==> src/rtl/cur_arm_pkg.sv <==
package cur_arm_pkg;

  localparam int DATA_W = 32;
  localparam int ADDR_W = 3;
  localparam int NUM_REGS = 4;

  localparam logic [ADDR_W-1:0] ADR_CTRL = 3'd0;
  localparam logic [ADDR_W-1:0] ADR_POS  = 3'd1;
  localparam logic [ADDR_W-1:0] ADR_BASE = 3'd2;
  localparam logic [ADDR_W-1:0] ADR_HGT  = 3'd3;
  localparam logic [ADDR_W-1:0] ADR_STAT = 3'd4;

  localparam int CTL_MODE_LSB = 0;
  localparam int CTL_ROT_BIT  = 4;
  localparam int CTL_GAM_BIT  = 8;
  localparam int CTL_CSC_BIT  = 9;
  localparam int POS_XS_BIT   = 15;
  localparam int POS_Y_LSB    = 16;
  localparam int POS_YS_BIT   = 31;
  localparam int HGT_EN_BIT   = 31;

  typedef enum logic [1:0] {
    MODE_OFF = 2'd0,
    MODE_64  = 2'd1,
    MODE_128 = 2'd2,
    MODE_256 = 2'd3
  } cur_mode_e;

  typedef struct packed {
    logic      csc;
    logic      gamma;
    logic      rot180;
    cur_mode_e mode;
  } cur_ctrl_t;

endpackage

==> src/rtl/cur_wr_decode.sv <==
module cur_wr_decode
  import cur_arm_pkg::*;
#(
  parameter int POS_W  = 12,
  parameter int BASE_W = 32,
  parameter int HGT_W  = 8
) (
  input  logic                 wr_en,
  input  logic [ADDR_W-1:0]    wr_addr,
  input  logic [DATA_W-1:0]    wr_data,
  input  logic                 act_enabled,
  output logic                 ld_ctrl,
  output logic                 ld_pos,
  output logic                 ld_base,
  output logic                 ld_hgt,
  output cur_ctrl_t            f_ctrl,
  output logic [2*POS_W+1:0]   f_pos,
  output logic [BASE_W-1:0]    f_base,
  output logic [HGT_W:0]       f_hgt,
  output logic                 arm_req,
  output logic                 cancel_req
);

  logic [NUM_REGS-1:0] sel;

  // one select line per implemented register
  for (genvar gi = 0; gi < NUM_REGS; gi++) begin : g_sel
    assign sel[gi] = wr_en && (wr_addr == ADDR_W'(gi));
  end

  assign ld_ctrl = sel[ADR_CTRL[1:0]];
  assign ld_pos  = sel[ADR_POS[1:0]];
  assign ld_base = sel[ADR_BASE[1:0]];
  assign ld_hgt  = sel[ADR_HGT[1:0]];

  always_comb begin
    f_ctrl.mode   = cur_mode_e'(wr_data[CTL_MODE_LSB +: 2]);
    f_ctrl.rot180 = wr_data[CTL_ROT_BIT];
    f_ctrl.gamma  = wr_data[CTL_GAM_BIT];
    f_ctrl.csc    = wr_data[CTL_CSC_BIT];
    f_pos  = {wr_data[POS_XS_BIT], wr_data[POS_W-1:0],
              wr_data[POS_YS_BIT], wr_data[POS_Y_LSB +: POS_W]};
    f_base = wr_data[BASE_W-1:0];
    f_hgt  = {wr_data[HGT_EN_BIT], wr_data[HGT_W-1:0]};
  end

  logic enabling;
  assign enabling   = ld_ctrl && (f_ctrl.mode != MODE_OFF) && !act_enabled;
  assign arm_req    = ld_base || enabling;
  assign cancel_req = (ld_ctrl && !enabling) || ld_pos || ld_hgt;

endmodule

==> src/rtl/cur_pend_regs.sv <==
module cur_pend_regs
  import cur_arm_pkg::*;
#(
  parameter int POS_W  = 12,
  parameter int BASE_W = 32,
  parameter int HGT_W  = 8
) (
  input  logic               clk,
  input  logic               rst_n,
  input  logic               ld_ctrl,
  input  logic               ld_pos,
  input  logic               ld_base,
  input  logic               ld_hgt,
  input  cur_ctrl_t          f_ctrl,
  input  logic [2*POS_W+1:0] f_pos,
  input  logic [BASE_W-1:0]  f_base,
  input  logic [HGT_W:0]     f_hgt,
  output cur_ctrl_t          pend_ctrl,
  output logic [2*POS_W+1:0] pend_pos,
  output logic [BASE_W-1:0]  pend_base,
  output logic [HGT_W:0]     pend_hgt,
  output cur_ctrl_t          nxt_ctrl,
  output logic [2*POS_W+1:0] nxt_pos,
  output logic [BASE_W-1:0]  nxt_base,
  output logic [HGT_W:0]     nxt_hgt
);

  always_comb begin
    nxt_ctrl = ld_ctrl ? f_ctrl : pend_ctrl;
    nxt_pos  = ld_pos  ? f_pos  : pend_pos;
    nxt_base = ld_base ? f_base : pend_base;
    nxt_hgt  = ld_hgt  ? f_hgt  : pend_hgt;
  end

  always_ff @(posedge clk or negedge rst_n) begin
    if (!rst_n) begin
      pend_ctrl <= '0;
      pend_pos  <= '0;
      pend_base <= '0;
      pend_hgt  <= '0;
    end else begin
      if (ld_ctrl) pend_ctrl <= nxt_ctrl;
      if (ld_pos)  pend_pos  <= nxt_pos;
      if (ld_base) pend_base <= nxt_base;
      if (ld_hgt)  pend_hgt  <= nxt_hgt;
    end
  end

endmodule

==> src/rtl/cur_arm_ctrl.sv <==
module cur_arm_ctrl (
  input  logic clk,
  input  logic rst_n,
  input  logic vblank,
  input  logic arm_req,
  input  logic cancel_req,
  output logic armed,
  output logic xfer
);

  logic armed_eff;
  logic armed_d;
  logic armed_en;

  always_comb begin
    armed_eff = arm_req || (armed && !cancel_req);
    xfer      = vblank && armed_eff;
    armed_d   = vblank ? 1'b0 : armed_eff;
    armed_en  = vblank || arm_req || cancel_req;
  end

  always_ff @(posedge clk or negedge rst_n) begin
    if (!rst_n) begin
      armed <= 1'b0;
    end else if (armed_en) begin
      armed <= armed_d;
    end
  end

endmodule

==> src/rtl/cur_act_regs.sv <==
module cur_act_regs
  import cur_arm_pkg::*;
#(
  parameter int POS_W  = 12,
  parameter int BASE_W = 32,
  parameter int HGT_W  = 8
) (
  input  logic               clk,
  input  logic               rst_n,
  input  logic               xfer,
  input  cur_ctrl_t          nxt_ctrl,
  input  logic [2*POS_W+1:0] nxt_pos,
  input  logic [BASE_W-1:0]  nxt_base,
  input  logic [HGT_W:0]     nxt_hgt,
  output cur_ctrl_t          act_ctrl,
  output logic [2*POS_W+1:0] act_pos,
  output logic [BASE_W-1:0]  act_base,
  output logic [HGT_W:0]     act_hgt
);

  always_ff @(posedge clk or negedge rst_n) begin
    if (!rst_n) begin
      act_ctrl <= '0;
      act_pos  <= '0;
      act_base <= '0;
      act_hgt  <= '0;
    end else if (xfer) begin
      act_ctrl <= nxt_ctrl;
      act_pos  <= nxt_pos;
      act_base <= nxt_base;
      act_hgt  <= nxt_hgt;
    end
  end

endmodule

==> src/rtl/cur_arm_top.sv <==
module cur_arm_top
  import cur_arm_pkg::*;
#(
  parameter int POS_W  = 12,
  parameter int BASE_W = 32,
  parameter int HGT_W  = 8
) (
  input  logic              clk,
  input  logic              rst_n,
  input  logic              wr_en,
  input  logic [2:0]        wr_addr,
  input  logic [31:0]       wr_data,
  input  logic              vblank,
  input  logic [2:0]        rd_addr,
  output logic [31:0]       rd_data,
  output logic [1:0]        cur_mode,
  output logic              cur_rot180,
  output logic              cur_gamma,
  output logic              cur_csc,
  output logic              cur_x_neg,
  output logic [POS_W-1:0]  cur_x_mag,
  output logic              cur_y_neg,
  output logic [POS_W-1:0]  cur_y_mag,
  output logic [BASE_W-1:0] cur_base,
  output logic              cur_hgt_en,
  output logic [HGT_W-1:0]  cur_hgt
);

  localparam int POS_VW  = 2*POS_W + 2;
  localparam int YN_IDX  = POS_W;
  localparam int XM_LSB  = POS_W + 1;
  localparam int XN_IDX  = 2*POS_W + 1;

  logic                 ld_ctrl, ld_pos, ld_base, ld_hgt;
  cur_ctrl_t            f_ctrl, pend_ctrl, nxt_ctrl, act_ctrl;
  logic [POS_VW-1:0]    f_pos, pend_pos, nxt_pos, act_pos;
  logic [BASE_W-1:0]    f_base, pend_base, nxt_base, act_base;
  logic [HGT_W:0]       f_hgt, pend_hgt, nxt_hgt, act_hgt;
  logic                 arm_req, cancel_req, upd_armed, xfer, act_enabled;

  assign act_enabled = (act_ctrl.mode != MODE_OFF);

  cur_wr_decode #(.POS_W(POS_W), .BASE_W(BASE_W), .HGT_W(HGT_W)) u_dec (
    .wr_en(wr_en), .wr_addr(wr_addr), .wr_data(wr_data),
    .act_enabled(act_enabled),
    .ld_ctrl(ld_ctrl), .ld_pos(ld_pos), .ld_base(ld_base), .ld_hgt(ld_hgt),
    .f_ctrl(f_ctrl), .f_pos(f_pos), .f_base(f_base), .f_hgt(f_hgt),
    .arm_req(arm_req), .cancel_req(cancel_req)
  );

  cur_pend_regs #(.POS_W(POS_W), .BASE_W(BASE_W), .HGT_W(HGT_W)) u_pend (
    .clk(clk), .rst_n(rst_n),
    .ld_ctrl(ld_ctrl), .ld_pos(ld_pos), .ld_base(ld_base), .ld_hgt(ld_hgt),
    .f_ctrl(f_ctrl), .f_pos(f_pos), .f_base(f_base), .f_hgt(f_hgt),
    .pend_ctrl(pend_ctrl), .pend_pos(pend_pos), .pend_base(pend_base),
    .pend_hgt(pend_hgt),
    .nxt_ctrl(nxt_ctrl), .nxt_pos(nxt_pos), .nxt_base(nxt_base),
    .nxt_hgt(nxt_hgt)
  );

  cur_arm_ctrl u_arm (
    .clk(clk), .rst_n(rst_n), .vblank(vblank),
    .arm_req(arm_req), .cancel_req(cancel_req),
    .armed(upd_armed), .xfer(xfer)
  );

  cur_act_regs #(.POS_W(POS_W), .BASE_W(BASE_W), .HGT_W(HGT_W)) u_act (
    .clk(clk), .rst_n(rst_n), .xfer(xfer),
    .nxt_ctrl(nxt_ctrl), .nxt_pos(nxt_pos), .nxt_base(nxt_base),
    .nxt_hgt(nxt_hgt),
    .act_ctrl(act_ctrl), .act_pos(act_pos), .act_base(act_base),
    .act_hgt(act_hgt)
  );

  // readback of pending copies and the armed flag
  always_comb begin
    rd_data = '0;
    case (rd_addr)
      ADR_CTRL: begin
        rd_data[CTL_MODE_LSB +: 2] = pend_ctrl.mode;
        rd_data[CTL_ROT_BIT]       = pend_ctrl.rot180;
        rd_data[CTL_GAM_BIT]       = pend_ctrl.gamma;
        rd_data[CTL_CSC_BIT]       = pend_ctrl.csc;
      end
      ADR_POS: begin
        rd_data[POS_W-1:0]          = pend_pos[XN_IDX-1:XM_LSB];
        rd_data[POS_XS_BIT]         = pend_pos[XN_IDX];
        rd_data[POS_Y_LSB +: POS_W] = pend_pos[POS_W-1:0];
        rd_data[POS_YS_BIT]         = pend_pos[YN_IDX];
      end
      ADR_BASE: rd_data[BASE_W-1:0] = pend_base;
      ADR_HGT: begin
        rd_data[HGT_W-1:0] = pend_hgt[HGT_W-1:0];
        rd_data[HGT_EN_BIT] = pend_hgt[HGT_W];
      end
      ADR_STAT: rd_data[0] = upd_armed;
      default:  rd_data = '0;
    endcase
  end

  assign cur_mode   = act_ctrl.mode;
  assign cur_rot180 = act_ctrl.rot180;
  assign cur_gamma  = act_ctrl.gamma;
  assign cur_csc    = act_ctrl.csc;
  assign cur_x_neg  = act_pos[XN_IDX];
  assign cur_x_mag  = act_pos[XN_IDX-1:XM_LSB];
  assign cur_y_neg  = act_pos[YN_IDX];
  assign cur_y_mag  = act_pos[POS_W-1:0];
  assign cur_base   = act_base;
  assign cur_hgt_en = act_hgt[HGT_W];
  assign cur_hgt    = act_hgt[HGT_W-1:0];

endmodule

==> config.mk <==
export PLATFORM = sky130hd
export DESIGN_NAME = cur_arm_top
export DESIGN_NICKNAME = d
export VERILOG_FILES = /design/src/rtl/cur_arm_pkg.sv /design/src/rtl/cur_wr_decode.sv /design/src/rtl/cur_pend_regs.sv /design/src/rtl/cur_arm_ctrl.sv /design/src/rtl/cur_act_regs.sv /design/src/rtl/cur_arm_top.sv
export SDC_FILE = /design/constraint.sdc
export NUM_CORES = 1
export LEC_CHECK = 0
export BUFFER_PORTS_ARGS = -buffer_cell sky130_fd_sc_hd__buf_4
export CAP_MARGIN = 0
export CORE_MARGIN = 3
export CORE_UTILIZATION = 55
export CTS_CLUSTER_DIAMETER = 120
export DETAILED_ROUTE_END_ITERATION = 10
export PLACE_DENSITY = 0.91
export SLEW_MARGIN = 20
export SYNTH_ARGS = -nofsm -noshare
export SYNTH_HDL_FRONTEND = slang
export SYNTH_SLANG_ARGS = --single-unit
==> constraint.sdc <==
create_clock -name clk -period 4.5 [get_ports clk]
set_clock_uncertainty 0.05 [all_clocks]
set_input_delay 1.35 -clock clk [delete_from_list [all_inputs] [get_ports clk]]
set_output_delay 1.35 -clock clk [all_outputs]
set_load 0.1 [all_outputs]
# Word-level counts from Yosys, hierarchy flattened
# Cells that the tools add are included.
# W data, S select, Z words.
# word_totals
reg_bits,145
inputBits,42
out_inout_bits,104
elab_cells,60
# op_classes
eq_ne,7
mux,16
n_reduce_logical,22
# ops
cell,count
$mux W32,1
$mux W26,1
$pmux W13 S2,1
$eq A3 B2 Y1 const B,4
$pmux W2 S3,2
$logic_and A1 B1 Y1,9
$mux W9,1
$pmux W3 S3,1
$pmux W1 S4,2
$eq A3 B1 Y1 const B,2
$logic_not A3 Y1,2
$logic_or A1 B1 Y1,6
$mux W3,2
$mux W5,1
$pmux W1 S5,1
$pmux W2 S2,1
$reduce_bool A2 Y1,2
$eq A3 B3 Y1 const B,1
$logic_not A1 Y1,3
$pmux W1 S3,1
$mux W1,1

# Logic depth before layout (Yosys ltp)
# logic_depth
ltp_word,12
depth_mapped,7
ltp_nobuf,4

# Modules after synthesis
# Synthesis repeated with hierarchy kept, for this count alone.
# hier_totals
hier_cells,538
hier_area_um2,8331.7
# modules_own_cells
mod,n_inst,cells_per_inst,area_per_inst_um2,seq_area_each_um2
cur_pend_regs,1,232,4085.2,1801.7
cur_act_regs,1,152,3026.7,1801.7
cur_wr_decode,1,83,620.6,0.0
cur_arm_top,1,67,543.0,0.0
cur_arm_ctrl,1,4,56.3,25.0

# Least setup slack after synthesis
# Ideal clock, no wire load.
# synth_path
path_kind,input port to output port
start,input rd_addr[1]
end,output rd_data[0]
t_arrival_ns,3.943
required_ns,3.100
path_slack_ns,-0.843
path_stages,2
n_path_buf,1
path_cell_list,buf_1 o32ai_1
# synth_between
elab_chain_cells,2
elab_cells_between_ends,6
classes_between,4 x eq/ne; 1 x mux; 1 x reduce/logical
# synth_lines
item,line,source
from (decl),cur_arm_top.sv:14,"input logic [2:0] rd_addr,"
"$eq A3 B3 Y1, or another cell as far along",cur_arm_top.sv:78,case (rd_addr)
$pmux W1 S5 (*),cur_arm_top.sv:78,
to (decl),cur_arm_top.sv:15,"output logic [31:0] rd_data,"
# Every way passes the cells marked *; elsewhere a longest branch is shown, timed or not.

# Final worst setup path
# layout_path
start,input rd_addr[0]
end,output rd_data[19]
# layout_between
elab_chain_cells,2
elab_cells_between_ends,3
classes_between,2 x eq/ne; 1 x mux
# layout_lines
item,line
$eq A3 B2 Y1 or $eq A3 B1 Y1 (tied branches),cur_arm_top.sv:78
$pmux W13 S2 (*),cur_arm_top.sv:78
# Marked as above.

==> metrics.txt <==
status=finished, final reports clean; worst-margin pin slew=841 ps; Slowest cell on crit path=buf_4; drt total wl=13800 microns; vias per cell=5.56; Die Y=110 microns; cts hold-fix bufs=0; first-pass GRT wire length=21700 microns; remaining global-route overflow=0; FP Rows=37; Area after DPL=7220 sq um; mapped cell area=5950 sq um; worst setup slack after placement=412 ps; Hold Path Depth=1; #FFs+latches synth=145; post-synth cell types=26; CTS sink cnt=145; CP required=3100 ps; vias in the first global route=4107; Tmin final=4090 ps; port bufs=145; Fin. Hold Viols=0; 1st-iter DRT viols=133; Avg WL per Cell=20.2 microns; final instance area=7850 sq um; largest family of logic cells by synthesized area=multiplexers; Most common cell on crit path=buf_4; htree depth=4; Simple-Gate Fraction of Synth Area=3.05%; RSZ-0062 raised after global routing=no; post-synthesis sequential area ratio=60.9%; number of diodes=0; highest net fanout along the worst path=15; clk_lat worst skew=530 ps; worst stage delay on the critical path=290 ps; cts bufs inserted=17; synth-to-layout area growth=31.9%; worst-path cell chain=buf_4, nor2b_1, nor2b_1, buf_4, a22o_1, buf_4; Reg2Reg Depth=5; xor-xnor portion of the synthesized cell area=0%; # DRC=0; 1st-pass router iterations=4; WHS=436 ps; fmax=244 MHz; Die Span X=110 microns; Rel. slew slack=43.9%; syn_area_per_cell=15.7 sq um; die footprint=12100 sq um; Clock Path Buffers=2; ANT nets after route=0; post-synthesis mux area share=29.8%; Final Cycle Share=91.0%; Adder-Cell Fraction of Synth Area=0%; gr usage total=24.4%; Slew Viols, Final=0; setup ws final=407 ps; commonest non-fill, non-tap cell in the layout=buf_4; TritonCTS clock tree=done; layout cells sized above 1=51.7%; crit end category=primary output; Starting Density=57.2%; crit path launch type=input pin; # IOs=146; Setup Fix Bufs, Post-CTS=0; clock slew at reported path FFs=60 ps; Nets=575; Post-Route Setup TNS=0 ps; via count=3787; CTS resizes=0; most frequent cells in the layout=buf_4, dfrtp_1, mux2_2, mux2_1, clkbuf_16; initial antenna violation count=0; CP top delay family=buffers and inverters; largest net degree at the start of global routing=98; Hold Path Class=flip-flop to flip-flop; Post-Synthesis Cells=378; CORE AREA=10400 sq um; max cap viols=0; Root Buffer=clkbuf_8; Post-Syn Nets=420; YS warnings=0; WS Path Type=input pin to primary output; HPWL after DPL=9430 microns; number of cells on the critical path=6; Final GP Congestion=0.812; compound-cell area share of the yosys netlist=3.70%; Arr. time, crit path=2690 ps; CP bufs+invs=3; endpoints failing setup=0
==> routing by layer <==
metal  up-vias  global-route usage (%)  routed length [microns]
li1       1681                       -                        -
met1      1968                    28.9                     5330
met2       111                    41.2                     7380
met3        27                    7.34                      702
met4         0                    10.3                      359
met5         -                       0                        0
==> path summary, 6_finish.rpt <==
kind	startpoint	end	slack, ps
worst max-delay path	rd_addr[0]	rd_data[19]	410
max in group asynchronous	rst_n	u_pend.pend_pos[18]$_DFFE_PN0N_	2690
min in group asynchronous	rst_n	u_act.act_base[29]$_DFFE_PN0P_	850
worst max register to register	u_act.act_ctrl[1]$_DFFE_PN0P_	u_act.act_base[22]$_DFFE_PN0P_	2590
worst min register to register	u_act.act_hgt[2]$_DFFE_PN0P_	u_act.act_hgt[2]$_DFFE_PN0P_	440
worst min-delay path	u_act.act_hgt[2]$_DFFE_PN0P_	u_act.act_hgt[2]$_DFFE_PN0P_	440
==> logic make-up after synthesis <==
family | Yosys count
muxes | 155
DFF | 145
and+or+nand+nor | 29
AOI/OAI and AO/OA | 28
buffers and inverters | 21
==> cells in the mapped netlist (all sizes together) <==
cell type | number | area share [%]
dfrtp | 145 | 61
buf | 14 | 2.0
o32ai | 1 | 0.15
a21oi | 4 | 0.34
nand2 | 1 | 0.063
mux4 | 3 | 1.1
nor2 | 11 | 0.69
a22oi | 6 | 0.76
and2 | 6 | 0.63
mux2 | 150 | 28
a21boi | 1 | 0.13
a22o | 15 | 2.2
clkbuf | 6 | 0.38
inv | 1 | 0.063
nor2b | 6 | 0.63
nor3b | 1 | 0.21
mux2i | 2 | 0.34
nand2b | 1 | 0.11
o211ai | 1 | 0.13
nand4b | 1 | 0.15
nor4bb | 1 | 0.17
nor4b | 1 | 0.40
==> flip-flops by register name, summed over array words and instances (netlist names) <==
| register | cells |
|---|---|
| u_act.act_hgt | 9 |
| u_act.act_pos | 26 |
| u_pend.pend_base | 32 |
| u_act.act_base | 32 |
| u_act.act_ctrl | 5 |
| u_pend.pend_ctrl | 5 |
| u_pend.pend_hgt | 9 |
| u_arm.armed | 1 |
| u_pend.pend_pos | 26 |
==> cell type report <==
class                      count  area, sq um
clock inverter                10          183
multi-input combinational    212         2240
timing repair buffer         156         1170
fill                         634         2570
sequential                   145         3630
clock buffer                  21          449
tap                          136          170
inverter                       1         3.75
==> metrics by stage <==
stage          instances  util (%)
2_1_floorplan        378         -
3_3_place_gp         650      69.3
3_5_place_dp         650      69.3
4_1_cts              681      75.4
5_1_grt              681      75.4
6_report             681      75.4
Power is not shown: default switching activity piles up to over one toggle a cycle in this logic, so the estimate is an artifact.
